`src/rtl/acc_exec_pkg.sv`:
```
package acc_exec_pkg;

    typedef enum logic [0:0] {
        ST_IDLE,
        ST_PC_FETCH
    } exec_state_e;

    typedef enum logic [3:0] {
        OPK_ADD_B,
        OPK_ADD_W,
        OPK_SUB_B,
        OPK_SUB_W,
        OPK_SWAP_B,
        OPK_SWAP_W,
        OPK_XSP,
        OPK_XIX,
        OPK_XEP,
        OPK_PC,
        OPK_BAD
    } op_kind_e;

    localparam logic [7:0] OPC_ADD_B  = 8'h22;
    localparam logic [7:0] OPC_ADD_W  = 8'h23;
    localparam logic [7:0] OPC_SUB_B  = 8'h32;
    localparam logic [7:0] OPC_SUB_W  = 8'h33;
    localparam logic [7:0] OPC_SWAP_B = 8'h42;
    localparam logic [7:0] OPC_SWAP_W = 8'h43;
    localparam logic [7:0] OPC_PC     = 8'hF0;
    localparam logic [7:0] OPC_XSP    = 8'hF5;
    localparam logic [7:0] OPC_XIX    = 8'hF6;
    localparam logic [7:0] OPC_XEP    = 8'hF7;

    localparam int unsigned PTR_SP = 0;
    localparam int unsigned PTR_IX = 1;
    localparam int unsigned PTR_EP = 2;
    localparam int unsigned PTR_N  = 3;

endpackage

```
`src/rtl/acc_exec_decode.sv`:
```
module acc_exec_decode
    import acc_exec_pkg::*;
(
    input  logic [7:0] opcode,
    output op_kind_e   kind
);

    always_comb begin
        case (opcode)
            OPC_ADD_B:  kind = OPK_ADD_B;
            OPC_ADD_W:  kind = OPK_ADD_W;
            OPC_SUB_B:  kind = OPK_SUB_B;
            OPC_SUB_W:  kind = OPK_SUB_W;
            OPC_SWAP_B: kind = OPK_SWAP_B;
            OPC_SWAP_W: kind = OPK_SWAP_W;
            OPC_PC:     kind = OPK_PC;
            OPC_XSP:    kind = OPK_XSP;
            OPC_XIX:    kind = OPK_XIX;
            OPC_XEP:    kind = OPK_XEP;
            default:    kind = OPK_BAD;
        endcase
    end

endmodule

```
`src/rtl/acc_exec_alu.sv`:
```
module acc_exec_alu #(
    parameter int unsigned W = 8
) (
    input  logic [W-1:0] acc,
    input  logic [W-1:0] tmp,
    input  logic         cin,
    input  logic         sub,
    output logic [W-1:0] res,
    output logic         n,
    output logic         z,
    output logic         v,
    output logic         c
);

    logic [W:0] ext;
    logic [W:0] cin_ext;

    assign cin_ext = {{W{1'b0}}, cin};

    always_comb begin
        if (sub) begin
            ext = {1'b0, tmp} - {1'b0, acc} - cin_ext;
            v   = (tmp[W-1] != acc[W-1]) && (ext[W-1] != tmp[W-1]);
        end else begin
            ext = {1'b0, acc} + {1'b0, tmp} + cin_ext;
            v   = (tmp[W-1] == acc[W-1]) && (ext[W-1] != acc[W-1]);
        end
        res = ext[W-1:0];
        c   = ext[W];
        n   = ext[W-1];
        z   = (ext[W-1:0] == '0);
    end

endmodule

```
`src/rtl/acc_tmp_exec.sv`:
```
module acc_tmp_exec
    import acc_exec_pkg::*;
#(
    parameter int unsigned DATA_W = 16
) (
    input  logic              clk,
    input  logic              rst,
    input  logic              start,
    input  logic [7:0]        opcode,
    input  logic              carry_in,
    input  logic              ld_a,
    input  logic              ld_t,
    input  logic [DATA_W-1:0] ld_data,
    input  logic [DATA_W-1:0] sp_in,
    input  logic [DATA_W-1:0] ix_in,
    input  logic [DATA_W-1:0] ep_in,
    input  logic [DATA_W-1:0] pc_in,
    output logic [DATA_W-1:0] a_out,
    output logic [DATA_W-1:0] t_out,
    output logic              flag_n,
    output logic              flag_z,
    output logic              flag_v,
    output logic              flag_c,
    output logic              done,
    output logic              illegal,
    output logic [PTR_N-1:0]  exch_we,
    output logic [DATA_W-1:0] exch_wdata
);

    localparam int unsigned HALF_W = DATA_W / 2;

    exec_state_e state_q, state_d;
    op_kind_e    kind;

    logic [DATA_W-1:0] a_q, t_q, exch_wdata_q;
    logic              n_q, z_q, v_q, c_q;
    logic              done_q, illegal_q;
    logic [PTR_N-1:0]  exch_we_q;

    logic [HALF_W-1:0] rb;
    logic              nb, zb, vb, cb;
    logic [DATA_W-1:0] rw;
    logic              nw, zw, vw, cw;
    logic              accept;

    acc_exec_decode u_dec (
        .opcode (opcode),
        .kind   (kind)
    );

    acc_exec_alu #(.W(HALF_W)) u_alu_b (
        .acc (a_q[HALF_W-1:0]),
        .tmp (t_q[HALF_W-1:0]),
        .cin (carry_in),
        .sub (kind == OPK_SUB_B),
        .res (rb), .n (nb), .z (zb), .v (vb), .c (cb)
    );

    acc_exec_alu #(.W(DATA_W)) u_alu_w (
        .acc (a_q),
        .tmp (t_q),
        .cin (carry_in),
        .sub (kind == OPK_SUB_W),
        .res (rw), .n (nw), .z (zw), .v (vw), .c (cw)
    );

    assign accept = (state_q == ST_IDLE) && start;

    // Next-state logic
    always_comb begin
        state_d = state_q;
        unique case (state_q)
            ST_IDLE:     if (start && kind == OPK_PC) state_d = ST_PC_FETCH;
            ST_PC_FETCH: state_d = ST_IDLE;
        endcase
    end

    // State register
    always_ff @(posedge clk) begin
        if (rst) state_q <= ST_IDLE;
        else     state_q <= state_d;
    end

    // Datapath, flags and output strobes
    always_ff @(posedge clk) begin
        if (rst) begin
            a_q          <= '0;
            t_q          <= '0;
            {n_q, z_q, v_q, c_q} <= 4'b0000;
            done_q       <= 1'b0;
            illegal_q    <= 1'b0;
            exch_we_q    <= '0;
            exch_wdata_q <= '0;
        end else begin
            done_q    <= 1'b0;
            illegal_q <= 1'b0;
            exch_we_q <= '0;
            unique case (state_q)
                ST_IDLE: begin
                    if (start) begin
                        done_q <= (kind != OPK_PC);
                        case (kind)
                            OPK_ADD_B, OPK_SUB_B: begin
                                a_q[HALF_W-1:0]      <= rb;
                                {n_q, z_q, v_q, c_q} <= {nb, zb, vb, cb};
                            end
                            OPK_ADD_W, OPK_SUB_W: begin
                                a_q                  <= rw;
                                {n_q, z_q, v_q, c_q} <= {nw, zw, vw, cw};
                            end
                            OPK_SWAP_B: begin
                                a_q[HALF_W-1:0] <= t_q[HALF_W-1:0];
                                t_q[HALF_W-1:0] <= a_q[HALF_W-1:0];
                            end
                            OPK_SWAP_W: begin
                                a_q <= t_q;
                                t_q <= a_q;
                            end
                            OPK_XSP: begin
                                a_q               <= sp_in;
                                exch_wdata_q      <= a_q;
                                exch_we_q[PTR_SP] <= 1'b1;
                            end
                            OPK_XIX: begin
                                a_q               <= ix_in;
                                exch_wdata_q      <= a_q;
                                exch_we_q[PTR_IX] <= 1'b1;
                            end
                            OPK_XEP: begin
                                a_q               <= ep_in;
                                exch_wdata_q      <= a_q;
                                exch_we_q[PTR_EP] <= 1'b1;
                            end
                            OPK_PC: ;
                            default: illegal_q <= 1'b1;
                        endcase
                    end else begin
                        if (ld_a) a_q <= ld_data;
                        if (ld_t) t_q <= ld_data;
                    end
                end
                ST_PC_FETCH: begin
                    a_q    <= pc_in;
                    done_q <= 1'b1;
                end
            endcase
        end
    end

    assign a_out      = a_q;
    assign t_out      = t_q;
    assign flag_n     = n_q;
    assign flag_z     = z_q;
    assign flag_v     = v_q;
    assign flag_c     = c_q;
    assign done       = done_q;
    assign illegal    = illegal_q;
    assign exch_we    = exch_we_q;
    assign exch_wdata = exch_wdata_q;

    // Byte arithmetic keeps the upper accumulator byte
    assert_byte_keeps_high_R2: assert property (@(posedge clk) disable iff (rst)
        (accept && (kind == OPK_ADD_B || kind == OPK_SUB_B))
        |=> (a_q[DATA_W-1:HALF_W] == $past(a_q[DATA_W-1:HALF_W])));

    // Non-arithmetic instructions leave flags alone
    assert_flags_hold_R10: assert property (@(posedge clk) disable iff (rst)
        (accept && !(kind inside {OPK_ADD_B, OPK_ADD_W, OPK_SUB_B, OPK_SUB_W}))
        |=> $stable({n_q, z_q, v_q, c_q}));

    assert_pc_flags_hold_R10: assert property (@(posedge clk) disable iff (rst)
        (state_q == ST_PC_FETCH) |=> $stable({n_q, z_q, v_q, c_q}));

    // One-cycle completion
    assert_done_one_cycle_R12: assert property (@(posedge clk) disable iff (rst)
        (accept && kind != OPK_PC) |=> done_q);

    // Program-counter copy takes two edges
    assert_pc_first_edge_R9: assert property (@(posedge clk) disable iff (rst)
        (accept && kind == OPK_PC) |=> (!done_q && state_q == ST_PC_FETCH));

    assert_pc_second_edge_R9: assert property (@(posedge clk) disable iff (rst)
        (state_q == ST_PC_FETCH) |=> (done_q && a_q == $past(pc_in)));

    // Unsupported opcode flagged together with done
    assert_illegal_with_done_R11: assert property (@(posedge clk) disable iff (rst)
        illegal_q |-> done_q);

    // Pointer write strobe: at most one bit, only with done
    assert_exch_onehot_R8: assert property (@(posedge clk) disable iff (rst)
        $onehot0(exch_we_q) && ((exch_we_q != '0) -> done_q));

endmodule

```
`config.mk`:
```
export PLATFORM = sky130hd
export DESIGN_NAME = acc_tmp_exec
export DESIGN_NICKNAME = d
export VERILOG_FILES = /design/src/rtl/acc_exec_pkg.sv /design/src/rtl/acc_exec_decode.sv /design/src/rtl/acc_exec_alu.sv /design/src/rtl/acc_tmp_exec.sv
export SDC_FILE = /design/constraint.sdc
export NUM_CORES = 1
export LEC_CHECK = 0
export BUFFER_PORTS_ARGS = -buffer_cell sky130_fd_sc_hd__buf_2
export CORE_MARGIN = 4
export CORE_UTILIZATION = 40
export CTS_CLUSTER_SIZE = 28
export DETAILED_ROUTE_END_ITERATION = 7
export HOLD_SLACK_MARGIN = 0.15
export SETUP_SLACK_MARGIN = 0.15
export SKIP_CTS_REPAIR_TIMING = 1
export SLEW_MARGIN = 25
export SYNTH_ARGS = -nofsm -noshare
export SYNTH_HDL_FRONTEND = slang
export SYNTH_SLANG_ARGS = --single-unit
```
`constraint.sdc`:
```
create_clock -name clk -period 8.3 [get_ports clk]
set_input_delay 1.66 -clock clk [delete_from_list [all_inputs] [get_ports clk]]
set_output_delay 1.66 -clock clk [all_outputs]
set_load 0.05 [all_outputs]
```
==> impl_metrics.tcl <==
set metrics [dict create \
    status "complete, no violations" \
    path_cells "buf_2 > or3b_1 > nor4_4 > a21boi_1 > a32oi_1 > and2_1 > nand2_1 > o31a_1" \
    fin_nets 1057 \
    drtIter0Drc 609 \
    crit_type "primary input to flip-flop" \
    p_switching_uw 449 \
    post-dp-hpwl_mm 16.5 \
    grt_pass1_wl_mm 33.2 \
    synth_cell_type_count 79 \
    syn_nets 928 \
    syn_avg_cell_area_um2 7.45 \
    rows 43 \
    drc_errors 0 \
    period_share 0.595 \
    cp_num_buf_inv 1 \
    initial_utilization 0.415 \
    root_buffer "clkbuf_16" \
    synth_area_um2 5850 \
    cap_violations 0 \
    first_global_vias 6095 \
    core_um2 14100 \
    p_int_uw 721 \
    max_slew.worst_pin.slew_ns 1.06 \
    timing.final.max_slew_violations 0 \
    r2r_end "a_out[13]" \
    crit_path_start "opcode[1]" \
    combPwrFrac 0.399 \
    syn2layout_area_growth_pct 20.1 \
    die_w_um 129 \
    r2r-start "t_out[6]" \
    arrival_ns 5.15 \
    vias 6323 \
    swShare 0.384 \
    drt_first_pass_iters 4 \
    gp_congestion 0.881 \
    relSlewSlack 0.291 \
    finalSetupViolCount 0 \
    total_leakage_power_uw 0.00315 \
    layout-drive-gt1-share 0.217 \
    gr-total-overflow 0 \
    fin_total_pwr_uw 1170 \
    fmax_mhz 203 \
    mostFrequentLayoutCells "buf_2, nand2_1, inv_1, a21oi_1, nor2_1" \
    synthArstFlopShare 0 \
    powerDensity_nw_per_um2 166 \
    p_seq_frac 0.275 \
    rsz0062_at_grt "false" \
    antenna_found_initial 0 \
    finalInstanceArea_um2 7030 \
    finalWirelength_mm 21.2 \
    viasPerCell 5.75 \
    ir_worst_vdd_v 0.0000939 \
    rr_worst_depth 12 \
    clock_path_buffers 2 \
    avgRoutedWirePerCell_um 19.2 \
    fp.dieH_um 129 \
    preCtsSetupSlack_ns 3.15 \
    clock_latency_ns 0.33 \
    ys_seq_area_frac 0.198 \
    hp-class "flip-flop to flip-flop" \
    hold_slack_ns 0.453 \
    hold_viol_final 0 \
    cts_tree "yes" \
    synth_top_flop_cell "dfxtp_1" \
    finClkSkew_ns 0.00724 \
    layout_setup_ws_ns 3.36 \
    crit_path_end "a_out[14]" \
    io_pins 151 \
    io_buffers 150 \
    layout_commonest_cell "buf_2" \
    synth_edf_count 0 \
    clk_pin_slew_ns 0.05 \
    htree_levels 3 \
    clock-sinks 58 \
    dieArea_um2 16600 \
    critPathMaxStageDelay_ns 0.95 \
    placed_area_um2 6720 \
    r2r_slack_ns 4.59 \
    antenna_left 0 \
    period_needed_ns 4.94 \
    critical_path_cell_count 8 \
    crit_fanout 18 \
    syn_inst 785 \
    worstPathRequired_ns 8.51 \
    grtUsageTotal 0.252 \
    crit_path_top_delay_cell "a32oi_1" \
    cts_made_buffers 9 \
    yosys_warnings 0 \
    power_frac_clock 0.326 \
    grt_max_degree 57 \
    ys_ff_latch 58 \
    crit_path_start_kind "primary input" \
    critPathCaptureType "flip-flop" \
    cpLargestDelayFamily "compound AO/OA/AOI/OAI gates" \
    final.setup.tns_ns 0 \
]
[worst min path at each step]
stage	start	to	depth (start not counted)
final	exch_wdata[13]	exch_wdata[13]	2
after global routing	exch_wdata[2]	exch_wdata[2]	2
after CTS	exch_wdata[3]	exch_wdata[3]	2
after detailed placement	exch_wdata[4]	exch_wdata[4]	2
after global placement	exch_wdata[3]	exch_wdata[3]	2
after floorplan	state_q	t_out[10]	3
[layout make-up]
class,instances,area [µm²]
Fill cell,1473,7070
Inverter,72,270
Antenna cell,1,2.50
Multi-Input combinational cell,617,4270
Clock inverter,4,50.0
Sequential cell,58,1160
Clock buffer,12,256
Tap cell,180,225
Timing Repair Buffer,156,796
[logic make-up after synthesis]
group,after synthesis,share of synthesized area
buffers and inverters,110,0.0731
adders and majority gates,49,0.110
and+or+nand+nor,259,0.221
AOI/OAI and AO/OA,237,0.278
muxes,44,0.0778
xor gates and xnor gates,28,0.0419
DFF,58,0.198
[metrics by stage]
stage,cells,utilization
final,1100,0.498
after global routing,1099,0.498
after CTS,1099,0.498
after detailed placement,1083,0.477
after global placement,1083,0.476
after floorplan,785,-
[power by group through the flow]
stage	Clock [µW]	Combinational [µW]	Sequential, µW
after floorplan	0	306	356
after global placement	0	459	327
after detailed placement	0	458	326
after CTS	386	462	320
after global routing	400	515	323
final	381	467	322
[synth_stat cells, types with 5 or more instances]
master / count / share of area
a211oi_1: 25 / 0.032
a21o_1: 5 / 0.0064
a21oi_1: 73 / 0.062
a221o_1: 6 / 0.010
a221oi_1: 13 / 0.019
a31oi_1: 6 / 0.0064
and2_1: 6 / 0.0064
buf_2: 9 / 0.0077
clkbuf_1: 25 / 0.016
dfxtp_1: 58 / 0.20
ha_1: 45 / 0.096
inv_1: 72 / 0.046
mux2i_1: 41 / 0.070
nand2_1: 83 / 0.053
nand2b_1: 11 / 0.012
nand3_1: 13 / 0.011
nand4_1: 5 / 0.0053
nor2_1: 71 / 0.046
nor2b_1: 9 / 0.0096
nor3_1: 13 / 0.011
nor4_1: 9 / 0.0096
o211ai_1: 18 / 0.023
o21ai_0: 34 / 0.029
o221ai_1: 5 / 0.0075
o31a_1: 7 / 0.010
or2_2: 6 / 0.0064
or3_1: 6 / 0.0064
xnor2_1: 21 / 0.031
xor2_1: 7 / 0.010
[per-layer routing]
layer | vias to the layer above | GRT usage | routed length [µm]
li1 | 3110 | - | -
met2 | 225 | 0.381 | 9200
met5 | - | 0 | 0
met3 | 28 | 0.0320 | 1330
met1 | 2960 | 0.375 | 10300
met4 | 0 | 0.0704 | 330
[registers in the layout (all words and copies together), names as in the netlist]
register	count
flag_c	1
exch_we	3
flag_n	1
done	1
state_q	1
a_out	16
flag_z	1
t_out	16
exch_wdata	16
illegal	1
flag_v	1
[worst register-to-register path: cells and delay by family (launching register included)]
kind / cells / cell delay, ns
simple gates: 1 / 0.50
mux: 1 / 0.13
fa+ha+maj: 2 / 0.86
xor+xnor: 1 / 0.16
buf+inv: 2 / 0.16
compound gates: 5 / 1.37
flops: 1 / 0.46
Note: power is estimated with default switching activity, not from simulation.
